--- src/rtl/tree_route_pkg.sv ---
package tree_route_pkg;
    typedef enum logic [0:0] {
        SLOT_EMPTY = 1'b0,
        SLOT_FULL  = 1'b1
    } slot_state_e;
endpackage

--- src/rtl/tree_digit_diff.sv ---
// Flags, per radix-k digit, whether source and destination disagree.
module tree_digit_diff #(
    parameter int DIGIT_BITS = 2,
    parameter int LEVELS     = 4,
    localparam int ADDR_W    = DIGIT_BITS * LEVELS
) (
    input  logic [ADDR_W-1:0] src,
    input  logic [ADDR_W-1:0] dst,
    output logic [LEVELS-1:0] differs
);
    logic [ADDR_W-1:0] rel;
    assign rel = src ^ dst;

    for (genvar g = 0; g < LEVELS; g++) begin : g_digit
        assign differs[g] = |rel[g*DIGIT_BITS +: DIGIT_BITS];
    end
endmodule

--- src/rtl/tree_msd_finder.sv ---
// Returns one plus the index of the highest set flag, or zero if none is set.
module tree_msd_finder #(
    parameter int LEVELS = 4,
    localparam int LVL_W = $clog2(LEVELS + 1)
) (
    input  logic [LEVELS-1:0] flags,
    output logic [LVL_W-1:0]  up_count
);
    always_comb begin
        up_count = '0;
        for (int i = 0; i < LEVELS; i++) begin
            if (flags[i]) begin
                up_count = LVL_W'(i + 1);
            end
        end
    end
endmodule

--- src/rtl/tree_path_select.sv ---
// Orders the low destination digits into hop slots, with the first hop in slot 0.
module tree_path_select #(
    parameter int DIGIT_BITS = 2,
    parameter int LEVELS     = 4,
    localparam int ADDR_W    = DIGIT_BITS * LEVELS,
    localparam int LVL_W     = $clog2(LEVELS + 1)
) (
    input  logic [ADDR_W-1:0] dst,
    input  logic [LVL_W-1:0]  up_count,
    output logic [ADDR_W-1:0] path,
    output logic [LEVELS-1:0] mask
);
    for (genvar n = 0; n < LEVELS; n++) begin : g_slot
        always_comb begin
            path[n*DIGIT_BITS +: DIGIT_BITS] = '0;
            // slot n carries digit j when up_count == n + j + 1
            for (int j = 0; j < LEVELS - n; j++) begin
                if (int'(up_count) == n + j + 1) begin
                    path[n*DIGIT_BITS +: DIGIT_BITS] = dst[j*DIGIT_BITS +: DIGIT_BITS];
                end
            end
        end
        assign mask[n] = (int'(up_count) > n);
    end
endmodule

--- src/rtl/tree_route_unit.sv ---
module tree_route_unit
    import tree_route_pkg::*;
#(
    parameter int DIGIT_BITS = 2,
    parameter int LEVELS     = 4,
    localparam int ADDR_W    = DIGIT_BITS * LEVELS,
    localparam int LVL_W     = $clog2(LEVELS + 1)
) (
    input  logic              clk,
    input  logic              rst_n,
    input  logic              req_valid,
    output logic              req_ready,
    input  logic [ADDR_W-1:0] req_src,
    input  logic [ADDR_W-1:0] req_dst,
    output logic              rsp_valid,
    input  logic              rsp_ready,
    output logic [LVL_W-1:0]  rsp_up,
    output logic [ADDR_W-1:0] rsp_path,
    output logic [LEVELS-1:0] rsp_mask
);
    slot_state_e state_q, state_d;

    logic [LEVELS-1:0] differs;
    logic [LVL_W-1:0]  up_d;
    logic [ADDR_W-1:0] path_d;
    logic [LEVELS-1:0] mask_d;
    logic              fire, take;

    tree_digit_diff #(.DIGIT_BITS(DIGIT_BITS), .LEVELS(LEVELS)) u_diff (
        .src     (req_src),
        .dst     (req_dst),
        .differs (differs)
    );

    tree_msd_finder #(.LEVELS(LEVELS)) u_msd (
        .flags    (differs),
        .up_count (up_d)
    );

    tree_path_select #(.DIGIT_BITS(DIGIT_BITS), .LEVELS(LEVELS)) u_path (
        .dst      (req_dst),
        .up_count (up_d),
        .path     (path_d),
        .mask     (mask_d)
    );

    // output process
    always_comb begin
        rsp_valid = (state_q == SLOT_FULL);
        req_ready = (state_q == SLOT_EMPTY) || rsp_ready;
    end

    assign fire = req_valid && req_ready;
    assign take = rsp_valid && rsp_ready;

    // next-state process
    always_comb begin
        state_d = state_q;
        unique case (state_q)
            SLOT_EMPTY: if (fire) state_d = SLOT_FULL;                 // ACCEPT / IDLE
            SLOT_FULL:  if (take && !fire) state_d = SLOT_EMPTY;       // DRAIN / REFILL / STALL
            default:    state_d = SLOT_EMPTY;
        endcase
    end

    // state register
    always_ff @(posedge clk or negedge rst_n) begin
        if (!rst_n) state_q <= SLOT_EMPTY;
        else        state_q <= state_d;
    end

    always_ff @(posedge clk or negedge rst_n) begin
        if (!rst_n) begin
            rsp_up   <= '0;
            rsp_path <= '0;
            rsp_mask <= '0;
        end else if (fire) begin
            rsp_up   <= up_d;
            rsp_path <= path_d;
            rsp_mask <= mask_d;
        end
    end

    // an accepted request yields a valid response right after the edge
    a_r6_response_next: assert property (@(posedge clk) disable iff (!rst_n)
        (req_valid && req_ready) |=> rsp_valid);

    // a stalled response is held unchanged
    a_r7_hold_stalled: assert property (@(posedge clk) disable iff (!rst_n)
        (rsp_valid && !rsp_ready) |=> (rsp_valid && $stable(rsp_up)
                                       && $stable(rsp_path) && $stable(rsp_mask)));

    // the number of used slots equals the climb count
    a_r5_mask_count: assert property (@(posedge clk) disable iff (!rst_n)
        rsp_valid |-> ($countones(rsp_mask) == int'(rsp_up)));

    // the used slots are contiguous from slot 0
    a_r5_mask_contig: assert property (@(posedge clk) disable iff (!rst_n)
        rsp_valid |-> ((rsp_mask & (rsp_mask + 1'b1)) == '0));

    // local delivery carries an empty path
    a_r3_local_empty: assert property (@(posedge clk) disable iff (!rst_n)
        (rsp_valid && rsp_up == '0) |-> (rsp_path == '0));
endmodule

--- config.mk ---
export PLATFORM = sky130hd
export DESIGN_NAME = tree_route_unit
export DESIGN_NICKNAME = d
export VERILOG_FILES = /design/src/rtl/tree_route_pkg.sv /design/src/rtl/tree_digit_diff.sv /design/src/rtl/tree_msd_finder.sv /design/src/rtl/tree_path_select.sv /design/src/rtl/tree_route_unit.sv
export SDC_FILE = /design/constraint.sdc
export NUM_CORES = 1
export LEC_CHECK = 0
export BUFFER_PORTS_ARGS = -buffer_cell sky130_fd_sc_hd__buf_2
export CAP_MARGIN = 10
export CORE_ASPECT_RATIO = 0.8
export CORE_MARGIN = 2
export CORE_UTILIZATION = 40
export DETAILED_ROUTE_END_ITERATION = 8
export GPL_ROUTABILITY_DRIVEN = 0
export PLACE_DENSITY = 0.78
export RECOVER_POWER = 50
export SLEW_MARGIN = 25
export SYNTH_ARGS = -nofsm -noshare
export SYNTH_HDL_FRONTEND = slang
export SYNTH_SLANG_ARGS = --single-unit
export TNS_END_PERCENT = 5
--- constraint.sdc ---
create_clock -name clk -period 1.4 [get_ports clk]
set_input_delay 0.21 -clock clk [delete_from_list [all_inputs] [get_ports clk]]
set_output_delay 0.21 -clock clk [all_outputs]
set_load 0.005 [all_outputs]
* After elaboration in Yosys (flattened, before gate mapping)
Index checks and enable logic that the tools add are counted.
Widths: inputs -> output; s select.
** Storage, ports and cells
- Bits in registers :: 16
- Input port bits :: 20
- Logic and storage cells :: 40
** Operators by class
- Order comparisons :: 4
- Eq/ne operators :: 4
- Multiplexer cells :: 17
- Bitwise gates (word level) :: 2
- Reductions and logical operators :: 9
** Operators by type and width (count)
- $mux 2 :: 12
- $eq 3x3->1 const B :: 3
- $reduce_or 2->1 :: 4
- $xor 8x8->8 :: 1
- $gt 3x1->1 const B :: 2
- $gt 3x2->1 const B :: 2
- $eq 3x2->1 const B :: 1
- $logic_and 1x1->1 :: 3
- $mux 1 :: 3
- $mux 3 :: 1
- $pmux 1 s2 :: 1
- $logic_not 1->1 :: 1
- $logic_or 1x1->1 :: 1
- $not 1->1 :: 1

* Logic depth before layout (Yosys ltp)
- Word-level depth :: 11
- Depth in mapped cells :: 5

* Modules after synthesis
From an unflattened synthesis, not the netlist that was laid out.
** Unflattened totals
- Cell total of the unflattened synthesis :: 81
- Area total of the unflattened synthesis :: 1027.2 um^2
** By module, submodules not included
- tree_route_unit :: instances 1, cells an instance 35, area an instance 659.4 um^2, seq. area each 400.4 um^2
- tree_path_select :: instances 1, cells an instance 28, area an instance 249.0 um^2, seq. area each 0.0 um^2
- tree_digit_diff :: instances 1, cells an instance 12, area an instance 85.1 um^2, seq. area each 0.0 um^2
- tree_msd_finder :: instances 1, cells an instance 6, area an instance 33.8 um^2, seq. area each 0.0 um^2

* Worst setup path after synthesis
OpenSTA, ideal clock, no wires.
- Kind :: input to register
- Start point :: input req_dst[3]
- End point :: register rsp_path[0]
- Setup time :: 0.129 ns
- Data arrival time :: 1.076 ns
- Data required time :: 1.271 ns
- Slack :: 0.195 ns
- Stages :: 4
- Buffers on the path :: 0
- Path through :: xor2_1 or2_2 a221oi_1 o31ai_1
** On the way
- Longest elaborated chain between the ends :: 10
- Elaborated cells on any way between the ends :: 13
** RTL lines
- from (decl) :: RTL line tree_route_unit.sv:14 : input logic [ADDR_W-1:0] req_dst,
- $xor 8x8->8 * :: RTL line tree_digit_diff.sv:12 : assign rel = src ^ dst;
- $reduce_or 2->1 * :: RTL line tree_digit_diff.sv:15 : assign differs[g] = |rel[g*DIGIT_BITS +: DIGIT_BITS];
- $mux 2 * (2 in a row) :: RTL line tree_msd_finder.sv:12 : if (flags[i]) begin
- $mux 3 * :: RTL line tree_msd_finder.sv:12
- $eq 3x2->1 :: RTL line tree_path_select.sv:18 : if (int'(up_count) == n + j + 1) begin
- $mux 2 (3 in a row) :: RTL line tree_path_select.sv:18
- $mux 2 * :: RTL line tree_path_select.sv:18
- to (signal assigned) :: RTL line tree_route_unit.sv:79 : rsp_path <= path_d;
- to (decl) :: RTL line tree_route_unit.sv:18 : output logic [ADDR_W-1:0] rsp_path,
Every way passes the cells marked *; elsewhere a longest branch is shown, timed or not.
A chain may end at the register's enable or synchronous reset.

* Worst setup path in the final report
- Start point :: register state_q (netlist: rsp_valid)
- End point :: register rsp_path[1]
** On the way
- Longest elaborated chain between the ends :: 3
** RTL lines
- from (decl) :: RTL line tree_route_unit.sv:21 : slot_state_e state_q, state_d;
- from (signal assigned) :: RTL line tree_route_unit.sv:69 : else state_q <= state_d;
- $not 1->1
- $logic_or 1x1->1 :: RTL line tree_route_unit.sv:50 : req_ready = (state_q == SLOT_EMPTY) || rsp_ready;
- $logic_and 1x1->1 :: RTL line tree_route_unit.sv:53 : assign fire = req_valid && req_ready;
Every way passes these cells.

==> summary.md <==
| Metric | Value |
|---|---|
| Crit-path cells | nand2b_1 > and2_2 > nand2_1 > o31ai_1 |
| Clock latency on the worst-skew pair | 0.28 ns |
| Tmin final | 1.287 ns |
| Sequential share of power | 48.4% |
| Die footprint | 2358 um^2 |
| Nets | 152 |
| Number of I/O port buffers | 36 |
| Dominant cells by area after synthesis | dfrtp_1 47%, nor2_1 5.7%, nand2_1 5.2% |
| Worst-path clk slew | 0.08 ns |
| DIE HEIGHT | 43.83 um |
| Total Power | 0.001075 W |
| Number of global-route vias before repair | 739 |
| Estimated wirelength of the detail-placed design | 1.582 mm |
| Pin count of the biggest net entering global routing | 16 |
| Top delay family on crit path | simple AND/OR/NAND/NOR gates |
| Avg WL per Cell | 12.72 um |
| Critical Path AT | 1.47 ns |
| Congestion Overflow GR | 0 |
| Relative slew slack | 47.52% |
| Crit path buf inv count | 0 |
| Setup Fix Bufs, Post-CTS | 0 |
| NetSw | 0.0003222 W |
| Pins Over Slew Limit | 0 |
| Largest area contributor in the netlist | dfrtp_1 |
| Worst path max stage delay | 0.39 ns |
| Worst path required time | 1.58 ns |
| Starting Density | 42.32% |
| Share of flip-flops with an asynchronous set or reset | 100.0% |
| Slowest cell on the critical path | dfrtp_1 |
| Min-Delay Startpoint | req_valid |
| Yosys warns | 0 |
| Syn Inst Count | 85 |
| TritonCTS clock tree | done |
| Total negative setup slack | 0 ns |
| Layout Skew | 0.003309 ns |
| Hold endpoint | rsp_valid |
| CTS root buf | clkbuf_4 |
| Synth top cells by count | 15 x dfrtp_1, 12 x nor2_1, 11 x nand2_1 |
| CTS Buf Count | 3 |
| Crit-path max FO | 6 |
| Logic pwr share | 29.0% |
| PwrDens | 991.8 nW/um^2 |
| # fillers | 193 |
| Crit path from | rsp_valid |
| Post-synth top area share | 47.32% |
| Busiest grt layer | met1 |
| Final Cycle Share | 91.95% |
| Syn nets | 105 |
| Initial antenna violation count | 0 |
| P_leak | 0.5001 nW |
| Mapped Avg Cell Area | 9.332 um^2 |
| Vias | 792 |
| Drt first pass iters | 4 |
| Flop2flop setup slack | 0.11 ns |
| Setup Viol. Count Final | 0 |
| Met3 usage in global routing | 4.483% |
| Part of the power in the clock network | 22.6% |
| CP startpoint kind | flop |
| Core area | 1874 um^2 |
| Top_reg_cell synth | dfrtp_1 |
| Global-route usage over all layers | 19.33% |
| First-pass GRT wire length | 3.222 mm |
| Cell area after synthesis | 793.3 um^2 |
| Clock buffer depth | 2 |
| H-Tree Depth | 1 |
| Met2 Usage GRT | 27.80% |
| Hold depth | 2 |
| Number of flops mapped to enable cells by yosys | 0 |
| Final Hold Viols | 0 |
| WL final | 1.971 mm |
| Worst-Margin Slew | 0.7872 ns |
| Most frequent cell after synthesis | dfrtp_1 |
| Internal | 0.0007525 W |
| Initial drt markers | 15 |
| Post-DRT Antenna Nets | 0 |
| Met1 Use GR | 27.83% |
| Peak VDD IR | 491.6 uV |
| Area growth, synth to finish | 36.59% |
| Die Wd | 53.79 um |
| Non-filler cells, final | 155 |
| DRC viols | 0 |
| Outcome | complete, no violations |
| Via density per instance | 5.110 |
| Antenna Cells | 0 |
| RSZ-0062 raised after global routing | false |
| Kind of critical path | reg2reg |
| Sink Count | 15 |
| Distinct cells, synth | 24 |
| # IOs | 37 |
| RR Startpoint | rsp_valid |
| Yosys reg bits | 15 |
| Switching Share | 29.98% |
| Max cap viols | 0 |
| Placed insts | 150 |
| Row count | 14 |
| Worst hold margin | 0.1706 ns |
| Cells on worst reg2reg path | 4 |
| Fmax | 776.9 MHz |
| Hold Crit Class | in2reg |
| Reg2reg end | rsp_path[1] |
| Sequential share of the synthesized area | 47.32% |
| CP endpoint kind | flop |
| Share of layout cells above drive strength 1 | 36.64% |
final cells by class:
cell class              count  area, um^2  share of cell area [%]
clock buffers               4       26.28                   2.425
multi-input cells          66       399.1                   36.84
flip-flops and latches     15       375.4                   34.64
well taps                  24       30.03                   2.771
repair buffers             46       252.7                   23.33
stage by stage:
step / area [um^2] / setup WS, ns / util (%)
2_1_floorplan: 793.3 / 0.1952 / -
3_3_place_gp: 1051 / 0.01249 / 56.07
3_5_place_dp: 1051 / -0.007157 / 56.07
4_1_cts: 1087 / 0.05306 / 58.01
5_1_grt: 1084 / 0.001748 / 57.81
6_report: 1084 / 0.1128 / 57.81
state kept, by name, summed over array words and instances, names as in the netlist:
signal / count
rsp_valid: 1
rsp_path: 8
rsp_mask: 3
rsp_up: 3
cells by family (layout without fill, tap and decap cells):
family | count (synthesis) | count (layout) | share of synthesized area, %
buffers and inverters | 4 | 50 | 2.524
DFF | 15 | 15 | 47.32
AOI/OAI and AO/OA | 26 | 26 | 23.50
xor gates and xnor gates | 8 | 8 | 8.832
and+or+nand+nor | 32 | 32 | 17.82
layer usage:
metal / vias to the layer above / wire (um)
li1: 399 / -
met1: 354 / 934
met2: 35 / 854
met3: 4 / 145
met4: 0 / 36
met5: - / 0
cells in the final DEF, fill, tap and decap left out, drive strengths merged, types with 2 or more instances in the layout:
master,synthesis,routed
buf,2,41
dfrtp,15,15
nor2,12,12
nand2,11,11
o21ai,8,8
clkbuf,2,8
xor2,4,4
xnor2,4,4
a221oi,4,4
a31oi,3,3
nand2b,2,2
a21boi,2,2
a311oi,2,2
nand3,2,2
a2bb2oi,2,2
o31ai,2,2
and2,2,2
or2,2,2
a211oi,2,2
how the worst max path moves through the flow:
stage	endpoint	cells after the start
final	rsp_path[1]	4
after global routing	rsp_path[0]	4
after detailed placement	rsp_path[1]	5
after floorplan	rsp_path[0]	4
after global placement	rsp_path[1]	5
after CTS	rsp_path[1]	4
worst reg2reg max path, stage by stage (launching register included):
cell and delay, ns:
dfrtp_1 0.39, nand2b_1 0.16, and2_2 0.23, nand2_1 0.13, o31ai_1 0.28
power by group through the flow:
stage	registers, W	clock network (W)	logic, W
after global placement	0.000526	0	0.000308
after global routing	0.000528	0.000274	0.000352
after floorplan	0.000533	0	0.000148
final	0.000520	0.000243	0.000312
after detailed placement	0.000529	0	0.000315
after CTS	0.000520	0.000249	0.000319
repair_timing:
action                                 CTS  global route
setup endpoints to repair                0             2
endpoints found under the hold margin   15             0
hold buffers                             1             0
resized for setup                        0             1
Note: power is estimated with default switching activity, not from simulation.
